===== src/rtl/mac26_pkg.sv =====
package mac26_pkg;
   typedef enum logic [1:0] {
      ST_IDLE = 2'd0,
      ST_RUN  = 2'd1,
      ST_DONE = 2'd2
   } mac_state_e;
endpackage


===== src/rtl/mac26_opsel.sv =====
// Operand steering: replaces register-file values by the program-counter
// word when an index names the PC, each position with its own view.
module mac26_opsel #(
   parameter int DATA_W = 32,
   parameter int ADDR_W = 26,
   parameter int IDX_W  = 4,
   localparam int PCF_W = ADDR_W - 2,
   localparam int PSR_W = DATA_W - PCF_W
) (
   input  logic              mla_i,
   input  logic [IDX_W-1:0]  mcand_idx_i,
   input  logic [IDX_W-1:0]  mplier_idx_i,
   input  logic [IDX_W-1:0]  addend_idx_i,
   input  logic [DATA_W-1:0] mcand_val_i,
   input  logic [DATA_W-1:0] mplier_val_i,
   input  logic [DATA_W-1:0] addend_val_i,
   input  logic [PCF_W-1:0]  pc_word_i,
   input  logic [PSR_W-1:0]  psr_i,
   output logic [DATA_W-1:0] mcand_o,
   output logic [DATA_W-1:0] mplier_o,
   output logic [DATA_W-1:0] addend_o
);
   localparam logic [IDX_W-1:0] PC_IDX = '1;
   localparam int HI_W = PSR_W - 2;

   logic [PCF_W-1:0]  pc_plus8, pc_plus12;
   logic [DATA_W-1:0] word_bare8, word_psr8, word_psr12;

   assign pc_plus8   = pc_word_i + PCF_W'(2);
   assign pc_plus12  = pc_word_i + PCF_W'(3);
   assign word_bare8 = {{HI_W{1'b0}}, pc_plus8, 2'b00};
   assign word_psr8  = {psr_i[PSR_W-1:2], pc_plus8, psr_i[1:0]};
   assign word_psr12 = {psr_i[PSR_W-1:2], pc_plus12, psr_i[1:0]};

   assign mcand_o  = (mcand_idx_i  == PC_IDX) ? word_psr12 : mcand_val_i;
   assign mplier_o = (mplier_idx_i == PC_IDX) ? word_bare8 : mplier_val_i;

   always_comb begin
      if (!mla_i)                      addend_o = '0;
      else if (addend_idx_i == PC_IDX) addend_o = word_psr8;
      else                             addend_o = addend_val_i;
   end
endmodule


===== src/rtl/mac26_iter.sv =====
// Shift-and-add core retiring STEP multiplier bits per cycle.
module mac26_iter #(
   parameter int DATA_W = 32,
   parameter int STEP   = 2,
   localparam int ITER  = DATA_W / STEP,
   localparam int CNT_W = $clog2(ITER + 1)
) (
   input  logic              clk,
   input  logic              rst_n,
   input  logic              load_i,
   input  logic              run_i,
   input  logic [DATA_W-1:0] a_i,
   input  logic [DATA_W-1:0] b_i,
   input  logic [DATA_W-1:0] c_i,
   output logic [DATA_W-1:0] sum_o,
   output logic              last_o
);
   logic [DATA_W-1:0] acc_q, mc_q, mp_q, pp;
   logic [CNT_W-1:0]  cnt_q;

   if (STEP == 1) begin : g_serial
      assign pp = mp_q[0] ? mc_q : '0;
   end else begin : g_multi
      always_comb begin
         pp = '0;
         for (int j = 0; j < STEP; j++) begin
            if (mp_q[j]) pp = pp + (mc_q << j);
         end
      end
   end

   always_ff @(posedge clk) begin
      if (!rst_n) begin
         acc_q <= '0;
         mc_q  <= '0;
         mp_q  <= '0;
         cnt_q <= '0;
      end else if (load_i) begin
         acc_q <= c_i;
         mc_q  <= a_i;
         mp_q  <= b_i;
         cnt_q <= '0;
      end else if (run_i) begin
         acc_q <= acc_q + pp;
         mc_q  <= mc_q << STEP;
         mp_q  <= mp_q >> STEP;
         cnt_q <= (cnt_q == CNT_W'(ITER - 1)) ? '0 : cnt_q + 1'b1;
      end
   end

   assign sum_o  = acc_q;
   assign last_o = run_i && (cnt_q == CNT_W'(ITER - 1));

   AST_ITER_CNT_BOUND: assert property (@(posedge clk) disable iff (!rst_n)
      cnt_q < CNT_W'(ITER));
   AST_LOAD_CLEARS_CNT: assert property (@(posedge clk) disable iff (!rst_n)
      load_i |=> (cnt_q == '0));
endmodule


===== src/rtl/mac26_unit.sv =====
module mac26_unit
   import mac26_pkg::*;
#(
   parameter int DATA_W = 32,
   parameter int ADDR_W = 26,
   parameter int IDX_W  = 4,
   parameter int STEP   = 2,
   localparam int PCF_W = ADDR_W - 2,
   localparam int PSR_W = DATA_W - PCF_W
) (
   input  logic              clk,
   input  logic              rst_n,
   input  logic              start_i,
   input  logic              mla_i,
   input  logic              setflags_i,
   input  logic [IDX_W-1:0]  dst_idx_i,
   input  logic [IDX_W-1:0]  mcand_idx_i,
   input  logic [IDX_W-1:0]  mplier_idx_i,
   input  logic [IDX_W-1:0]  addend_idx_i,
   input  logic [DATA_W-1:0] mcand_val_i,
   input  logic [DATA_W-1:0] mplier_val_i,
   input  logic [DATA_W-1:0] addend_val_i,
   input  logic [PCF_W-1:0]  pc_word_i,
   input  logic [PSR_W-1:0]  psr_i,
   output logic              busy_o,
   output logic              done_o,
   output logic [DATA_W-1:0] result_o,
   output logic              wr_en_o,
   output logic [IDX_W-1:0]  wr_idx_o,
   output logic              flags_we_o,
   output logic [3:0]        flags_o
);
   localparam logic [IDX_W-1:0] PC_IDX = '1;

   if (DATA_W != ADDR_W + 6) begin : g_bad_layout
      $error("mac26_unit: DATA_W must equal ADDR_W + 6");
   end
   if (STEP < 1 || (DATA_W % STEP) != 0) begin : g_bad_step
      $error("mac26_unit: STEP must divide DATA_W");
   end
   if (IDX_W < 1) begin : g_bad_idx
      $error("mac26_unit: IDX_W must be positive");
   end

   mac_state_e        state_q;
   logic [IDX_W-1:0]  dst_q;
   logic              setf_q;
   logic [3:0]        nzcv_q;
   logic              accept, last;
   logic [DATA_W-1:0] op_a, op_b, op_c, sum;

   assign accept = start_i && (state_q == ST_IDLE);

   mac26_opsel #(.DATA_W(DATA_W), .ADDR_W(ADDR_W), .IDX_W(IDX_W)) u_opsel (
      .mla_i        (mla_i),
      .mcand_idx_i  (mcand_idx_i),
      .mplier_idx_i (mplier_idx_i),
      .addend_idx_i (addend_idx_i),
      .mcand_val_i  (mcand_val_i),
      .mplier_val_i (mplier_val_i),
      .addend_val_i (addend_val_i),
      .pc_word_i    (pc_word_i),
      .psr_i        (psr_i),
      .mcand_o      (op_a),
      .mplier_o     (op_b),
      .addend_o     (op_c)
   );

   mac26_iter #(.DATA_W(DATA_W), .STEP(STEP)) u_iter (
      .clk    (clk),
      .rst_n  (rst_n),
      .load_i (accept),
      .run_i  (state_q == ST_RUN),
      .a_i    (op_a),
      .b_i    (op_b),
      .c_i    (op_c),
      .sum_o  (sum),
      .last_o (last)
   );

   always_ff @(posedge clk) begin
      if (!rst_n) begin
         state_q <= ST_IDLE;
         dst_q   <= '0;
         setf_q  <= 1'b0;
         nzcv_q  <= '0;
      end else begin
         case (state_q)
            ST_IDLE: if (start_i) begin
               state_q <= ST_RUN;
               dst_q   <= dst_idx_i;
               setf_q  <= setflags_i;
               nzcv_q  <= psr_i[PSR_W-1 -: 4];
            end
            ST_RUN:  if (last) state_q <= ST_DONE;
            default: state_q <= ST_IDLE;
         endcase
      end
   end

   assign busy_o     = (state_q != ST_IDLE);
   assign done_o     = (state_q == ST_DONE);
   assign result_o   = sum;
   assign wr_idx_o   = dst_q;
   assign wr_en_o    = done_o && (dst_q != PC_IDX);
   assign flags_we_o = done_o && setf_q;
   assign flags_o    = setf_q ? {sum[DATA_W-1], (sum == '0), nzcv_q[1:0]} : nzcv_q;

   AST_DONE_SINGLE: assert property (@(posedge clk) disable iff (!rst_n)
      done_o |=> !done_o);
   AST_DONE_AFTER_RUN: assert property (@(posedge clk) disable iff (!rst_n)
      done_o |-> $past(state_q == ST_RUN));
   AST_IDLE_START_BUSY: assert property (@(posedge clk) disable iff (!rst_n)
      (!busy_o && start_i) |=> busy_o);
   AST_NO_PC_WRITE: assert property (@(posedge clk) disable iff (!rst_n)
      wr_en_o |-> (wr_idx_o != PC_IDX));
   AST_WE_ONLY_AT_DONE: assert property (@(posedge clk) disable iff (!rst_n)
      (wr_en_o || flags_we_o) |-> done_o);
   AST_Z_MATCHES_RESULT: assert property (@(posedge clk) disable iff (!rst_n)
      flags_we_o |-> (flags_o[2] == (result_o == '0)));
   AST_N_MATCHES_RESULT: assert property (@(posedge clk) disable iff (!rst_n)
      flags_we_o |-> (flags_o[3] == result_o[DATA_W-1]));
endmodule


===== config.mk =====
export PLATFORM = sky130hd
export DESIGN_NAME = mac26_unit
export DESIGN_NICKNAME = d
export VERILOG_FILES = /design/src/rtl/mac26_pkg.sv /design/src/rtl/mac26_opsel.sv /design/src/rtl/mac26_iter.sv /design/src/rtl/mac26_unit.sv
export SDC_FILE = /design/constraint.sdc
export NUM_CORES = 1
export LEC_CHECK = 0
export BUFFER_PORTS_ARGS = -buffer_cell sky130_fd_sc_hd__buf_2
export CORE_MARGIN = 3
export CORE_UTILIZATION = 52
export DETAILED_ROUTE_END_ITERATION = 8
export PLACE_DENSITY_LB_ADDON = 0.15
export SYNTH_ARGS = -nofsm -noshare
export SYNTH_HDL_FRONTEND = slang
export SYNTH_SLANG_ARGS = --single-unit

===== constraint.sdc =====
create_clock -name clk -period 5.94 [get_ports clk]
set_clock_uncertainty 0.2 [all_clocks]
set_input_delay 0.297 -clock clk [delete_from_list [all_inputs] [get_ports clk]]
set_output_delay 0.297 -clock clk [all_outputs]
set_load 0.005 [all_outputs]

# Word level (Yosys, flattened, before mapping)
# Index checks and enable logic that the tools add are counted.
# word_totals
ff_bits,112
word_cells,51
mem_bits_ro,0
out_inout_bits,44
mem_count,0
latchBits,0
mem_bits_rw,0
# classes
n_bitwise,1
shift,0
n_eq_ne,9
n_div,0
n_reduce_logical,11
order_cmp,0
muxes,17
multipliers,0
addsub,5
# op_table
op,count
two-way mux 32 bit,12
adder 32 bit,2
adder 24 x 2 -> 24 bit (second input constant),2
logical NOT 32 bit,1
equality test 4 bit (second input constant),3
adder 5 x 1 -> 5 bit (second input constant),1
equality test 5 x 4 -> 1 bit (second input constant),1
two-way mux 5 bit,1
logical AND 1 bit,4
two-way mux 2 bit,2
two-way mux 4 bit,1
inequality test 2 bit (second input constant),2
inequality test 4 bit (second input constant),1
case mux 2 bit (2 select lines),1
AND reduction 2 bit,2
nonzero test 2 bit,2
equality test 2 x 1 -> 1 bit (second input constant),1
equality test 2 bit (second input constant),1
logical NOT 2 bit,1
OR reduction 2 bit,1
NOT 1 bit,1

# Logic depth before layout (Yosys ltp)
# logic_depth
depth_word,6
depth_mapped,29
mapped_depth_nobuf,26

# Hierarchy
# A second synthesis with hierarchy kept.
# unflattened
cells_unflattened,1517
hier_area_um2,10691.5
# by_module_without_submodules
mod,area_per_inst_um2,instances,cells_each
mac26_iter,8164.1,1,1097
mac26_opsel,1965.6,1,363
mac26_unit,561.8,1,57

# Least setup slack after synthesis
# No wires, ideal clock.
# synth_timing
kind,reg2reg
startpoint,register u_iter.mp_q[0]
endpoint,register u_iter.acc_q[28] (netlist: u_iter.sum_o[28])
period_less_slack_ns,5.586
path_slack_ns,0.354
arrival_ns,5.261
setup_time_ns,0.125
stages_incl_launch_ff,29
cell_sequence,dfxtp_1 > buf_2 > buf_2 > inv_1 > clkbuf_1 > nor2_1 > ha_1 > inv_1 > fa_1 > nor2b_1 > o32a_4 > a22oi_4 > nor3_2 > or2_2 > a21oi_1 > maj3_1 > nand2_1 > a311oi_1 > xnor2_1 > ha_1 > nand3_1 > nor3_1 > o21ai_0 > a211oi_1 > o21ai_0 > a311oi_1 > nand2b_1 > mux2i_1 > o41a_1
# synth_between
elab_chain_cells,6
# synth_lines
element,line,rtl
from (decl),mac26_iter.sv:18,"logic [DATA_W-1:0] acc_q, mc_q, mp_q, pp;"
from (signal assigned),mac26_iter.sv:41,mp_q <= b_i;
from (signal assigned),mac26_iter.sv:46,mp_q <= mp_q >> STEP;
two-way mux 32 bit (*),mac26_iter.sv:27,if (mp_q[j]) pp = pp + (mc_q << j);
adder 32 bit,mac26_iter.sv:27,
two-way mux 32 bit (*),mac26_iter.sv:27,
adder 32 bit (*),mac26_iter.sv:44,acc_q <= acc_q + pp;
two-way mux 32 bit (*),mac26_iter.sv:43,end else if (run_i) begin
two-way mux 32 bit (*),mac26_iter.sv:38,end else if (load_i) begin
to (signal assigned),mac26_iter.sv:39,acc_q <= c_i;
to (signal assigned),mac26_iter.sv:44,
to (decl),mac26_iter.sv:18,
# Every way passes the cells marked *; elsewhere a longest branch is shown, timed or not. The select of a mux whose other input is x is not followed.
# A chain may end at the register's enable or synchronous reset.

# Final worst setup path
# layout_timing
startpoint,register u_iter.mc_q[1]
endpoint,register u_iter.acc_q[27] (netlist: u_iter.sum_o[27])
# layout_between
elab_chain_cells,6
# layout_lines
element,line,rtl
from (decl),mac26_iter.sv:18,
from (signal assigned),mac26_iter.sv:40,mc_q <= a_i;
from (signal assigned),mac26_iter.sv:45,mc_q <= mc_q << STEP;
two-way mux 32 bit,mac26_iter.sv:27,
adder 32 bit,mac26_iter.sv:27,
two-way mux 32 bit (*),mac26_iter.sv:27,
adder 32 bit (*),mac26_iter.sv:44,
two-way mux 32 bit (*),mac26_iter.sv:43,
two-way mux 32 bit (*),mac26_iter.sv:38,
# Marked as above.

==> reports/results.ini <==
[timing]
finalSetupViolCount = 0
period_share_pct = 92.76
period_needed_ns = 5.510
maxSlewHeadroom_pct = 18.14
hold_viol = 0
slew_violations = 0
worst_slack_ns = 0.4300
fmax_mhz = 181.5
holdWs_ns = 0.006119
setup-tns-final_ns = 0
tightestPinTransition_ns = 1.225

[grt]
overflow = 0
gr-usage-all-layers_pct = 35.10
grt_max_degree = 103
grt_pass1_vias = 10900
grt_pass1_wl_um = 60890
antenna_found_initial = 2

[cells_and_area]
drive_above_1_share_pct = 16.18
n_fill_cell = 1897
fin_area_um2 = 11950
layout.nets = 1846
syn_to_final_growth_pct = 14.42

[synthesis]
synth_cell_types = 74
ys_seq_elements = 112
synth_edf_count = 0
synth-seq-area-share_pct = 21.47
synth-main-ff-cell = dfxtp_1
yosysWarningCount = 0
syn_area_per_cell_um2 = 6.885
synth_nets = 1724
netlist_area_um2 = 10450
syn-instance-count = 1517
synthArstFlopShare_pct = 0

[routing]
wl_met3_um = 3885
dr_total_vias = 11910
wl_met2_um = 17620
viasPerCell = 6.233
first_iter_violations = 1188
drt-total-wl_um = 39740
drc = 0
ant_nets = 0
routedWlPerCell_um = 20.81
wl_met1_um = 17180
drt_pass1_iterations = 6
top_layer_used = met5

[critical_path]
crit_family = compound AO/OA/AOI/OAI gates
cp_max_fo = 6
worst-path-buf-inv = 2
start_kind = register
max_stage_delay_ns = 0.39
setup.worst_path.end_class = register
crit_slowest_cell = fa_2
required_ns = 6.00
critical_path.cell_chain = inv_1, nor2_1, ha_1, inv_1, fa_2, nor2b_1, o32a_4, a22oi_4, nor3_2, or2_2, a21oi_1, maj3_1, nand2_1, a311oi_2, xnor2_1, ha_1, nor2b_1, o21ai_0, nand3_1, o2111ai_2, a311oi_1, a211oi_1, xor2_1, a2111oi_1
worst_ep_arrival_time_ns = 5.57
crit_type = register to register

[floorplanning]
die_w_um = 147.7
ios = 193
die-area_um2 = 21820
rows = 51
die_h_um = 147.7
core-area_um2 = 19590
start_util_pct = 53.32

[cts]
cts.sinks = 112
tritoncts.num_buffers = 9
clk_latency_ns = 0.37
cts_tree = built
h-tree-depth = 3
clock-root-buffer = clkbuf_16
clk_pin_slew_ns = 0.09
cts_buffer_depth = 2

[placement]
dp_slack_ns = 0.2374
dpl_cell_area_um2 = 11450
hpwlAfterDp_um = 29510
gp_congestion = 0.9297
placement.io_buffers = 192

[power]
p_per_area_nw_per_um2 = 186.0
ir_worst_vdd_v = 0.0001704
power_uw = 2223
leakagePower_uw = 0.004863

[worst_hold_path]
hp-class = input pin to register

[outcome]
status = completed

[run]
maxCapViolations = 0

[sequential cells by signal, summed over array words and instances, names as in the netlist]
name	flops
u_iter.mc_q	32
u_iter.mp_q	32
u_iter.sum_o	32
u_iter.cnt_q	5
nzcv_q	4
wr_idx_o	4
state_q	2
setf_q	1
[report_power, final]
part	switching (µW)	internal, µW
registers	97.9	813
logic	399	248
clock network	355	311
total	851	1370
[through the flow]
step	util [%]	cells
2_1_floorplan	-	1517
3_3_place_gp	58.45	1878
3_5_place_dp	58.45	1878
4_1_cts	60.85	1909
5_1_grt	61.00	1909
6_report	61.01	1910
[cells in the final DEF, fill, tap and decap left out, types with 21 or more instances in the layout]
master,instances
nand2_1,258
buf_2,192
a21oi_1,158
nor2_1,142
dfxtp_1,111
o21ai_0,97
xnor2_1,56
ha_1,56
xor2_1,41
nand3_1,40
o211ai_1,34
a211oi_1,33
inv_1,29
a311oi_1,26
and3_1,24
and2_1,23
a31oi_1,21
[worst reg2reg max path, cell delays in order (launching register included)]
cell,delay [ns]
dfxtp_1,0.37
inv_1,0.10
nor2_1,0.12
ha_1,0.17
inv_1,0.06
fa_2,0.39
nor2b_1,0.16
o32a_4,0.25
a22oi_4,0.19
nor3_2,0.09
or2_2,0.32
a21oi_1,0.19
maj3_1,0.20
nand2_1,0.06
a311oi_2,0.32
xnor2_1,0.16
ha_1,0.30
nor2b_1,0.15
o21ai_0,0.19
nand3_1,0.14
o2111ai_2,0.32
a311oi_1,0.18
a211oi_1,0.30
xor2_1,0.11
a2111oi_1,0.37
[synthesized netlist by cell type (18+ instances only)]
| library cell | count | area, µm² |
|---|---|---|
| xnor2_1 | 56 | 490.5 |
| nand4_1 | 19 | 118.9 |
| a21oi_1 | 158 | 790.8 |
| o21ai_0 | 97 | 485.5 |
| nand3_1 | 40 | 200.2 |
| and2_1 | 24 | 150.1 |
| dfxtp_1 | 112 | 2242 |
| nor3_1 | 21 | 105.1 |
| a31oi_1 | 21 | 131.4 |
| clkbuf_1 | 94 | 352.8 |
| nor2_1 | 142 | 533.0 |
| nand2_1 | 259 | 972.2 |
| ha_1 | 56 | 700.7 |
| xor2_1 | 41 | 359.1 |
| inv_1 | 30 | 112.6 |
| and3_1 | 24 | 150.1 |
| a211oi_1 | 34 | 255.2 |
| o211ai_1 | 34 | 255.2 |
| o221ai_1 | 18 | 157.7 |
| a311oi_1 | 27 | 236.5 |
[routing by layer]
metal / vias to the layer above / GRT usage [%]
met5: - / 0
li1: 5721 / -
met4: 4 / 9.320
met1: 5577 / 49.79
met3: 66 / 7.603
met2: 537 / 54.14
[layout make-up]
type                            count  area [µm²]  area share, %
Inverter                           32       120.1          1.005
Timing Repair Buffer              224        1239          10.36
Sequential cell                   112        2243          18.77
Clock inverter                      7       93.84         0.7852
Multi-Input combinational cell   1260        7696          64.39
Clock buffer                        9       225.2          1.884
Antenna cell                        1       2.502        0.02094
Tap cell                          265       331.6          2.774
[final timing paths]
kind | from | end | slack [ns] | cells after the start
setup / recovery | u_iter.mc_q[1] | u_iter.sum_o[27] | 0.43 | 24
hold / removal | psr_i[7] | nzcv_q[3] | 0.006 | 3
setup reg to reg | u_iter.mc_q[1] | u_iter.sum_o[27] | 0.43 | 24
hold reg to reg | u_iter.cnt_q[4] | state_q[1] | 0.24 | 1
[cells by family after synthesis]
logic type | count (synthesis) | synth area share [%]
AND/OR/NAND/NOR | 595 | 25.69
AO/OA/AOI/OAI | 487 | 29.90
buffers and inverters | 145 | 5.355
flip-flops | 112 | 21.47
XOR/XNOR | 97 | 8.134
adder cells (fa/ha/maj) | 60 | 7.283
multiplexers | 21 | 2.168
[repair_timing]
item	4_1_cts	5_1_grt
hold endpoints to repair	15	0
buffers inserted	0	0
resized for setup	0	7
setup endpoints to repair	0	7
hold buffers	15	0
Note: power is estimated with default switching activity, not from simulation.
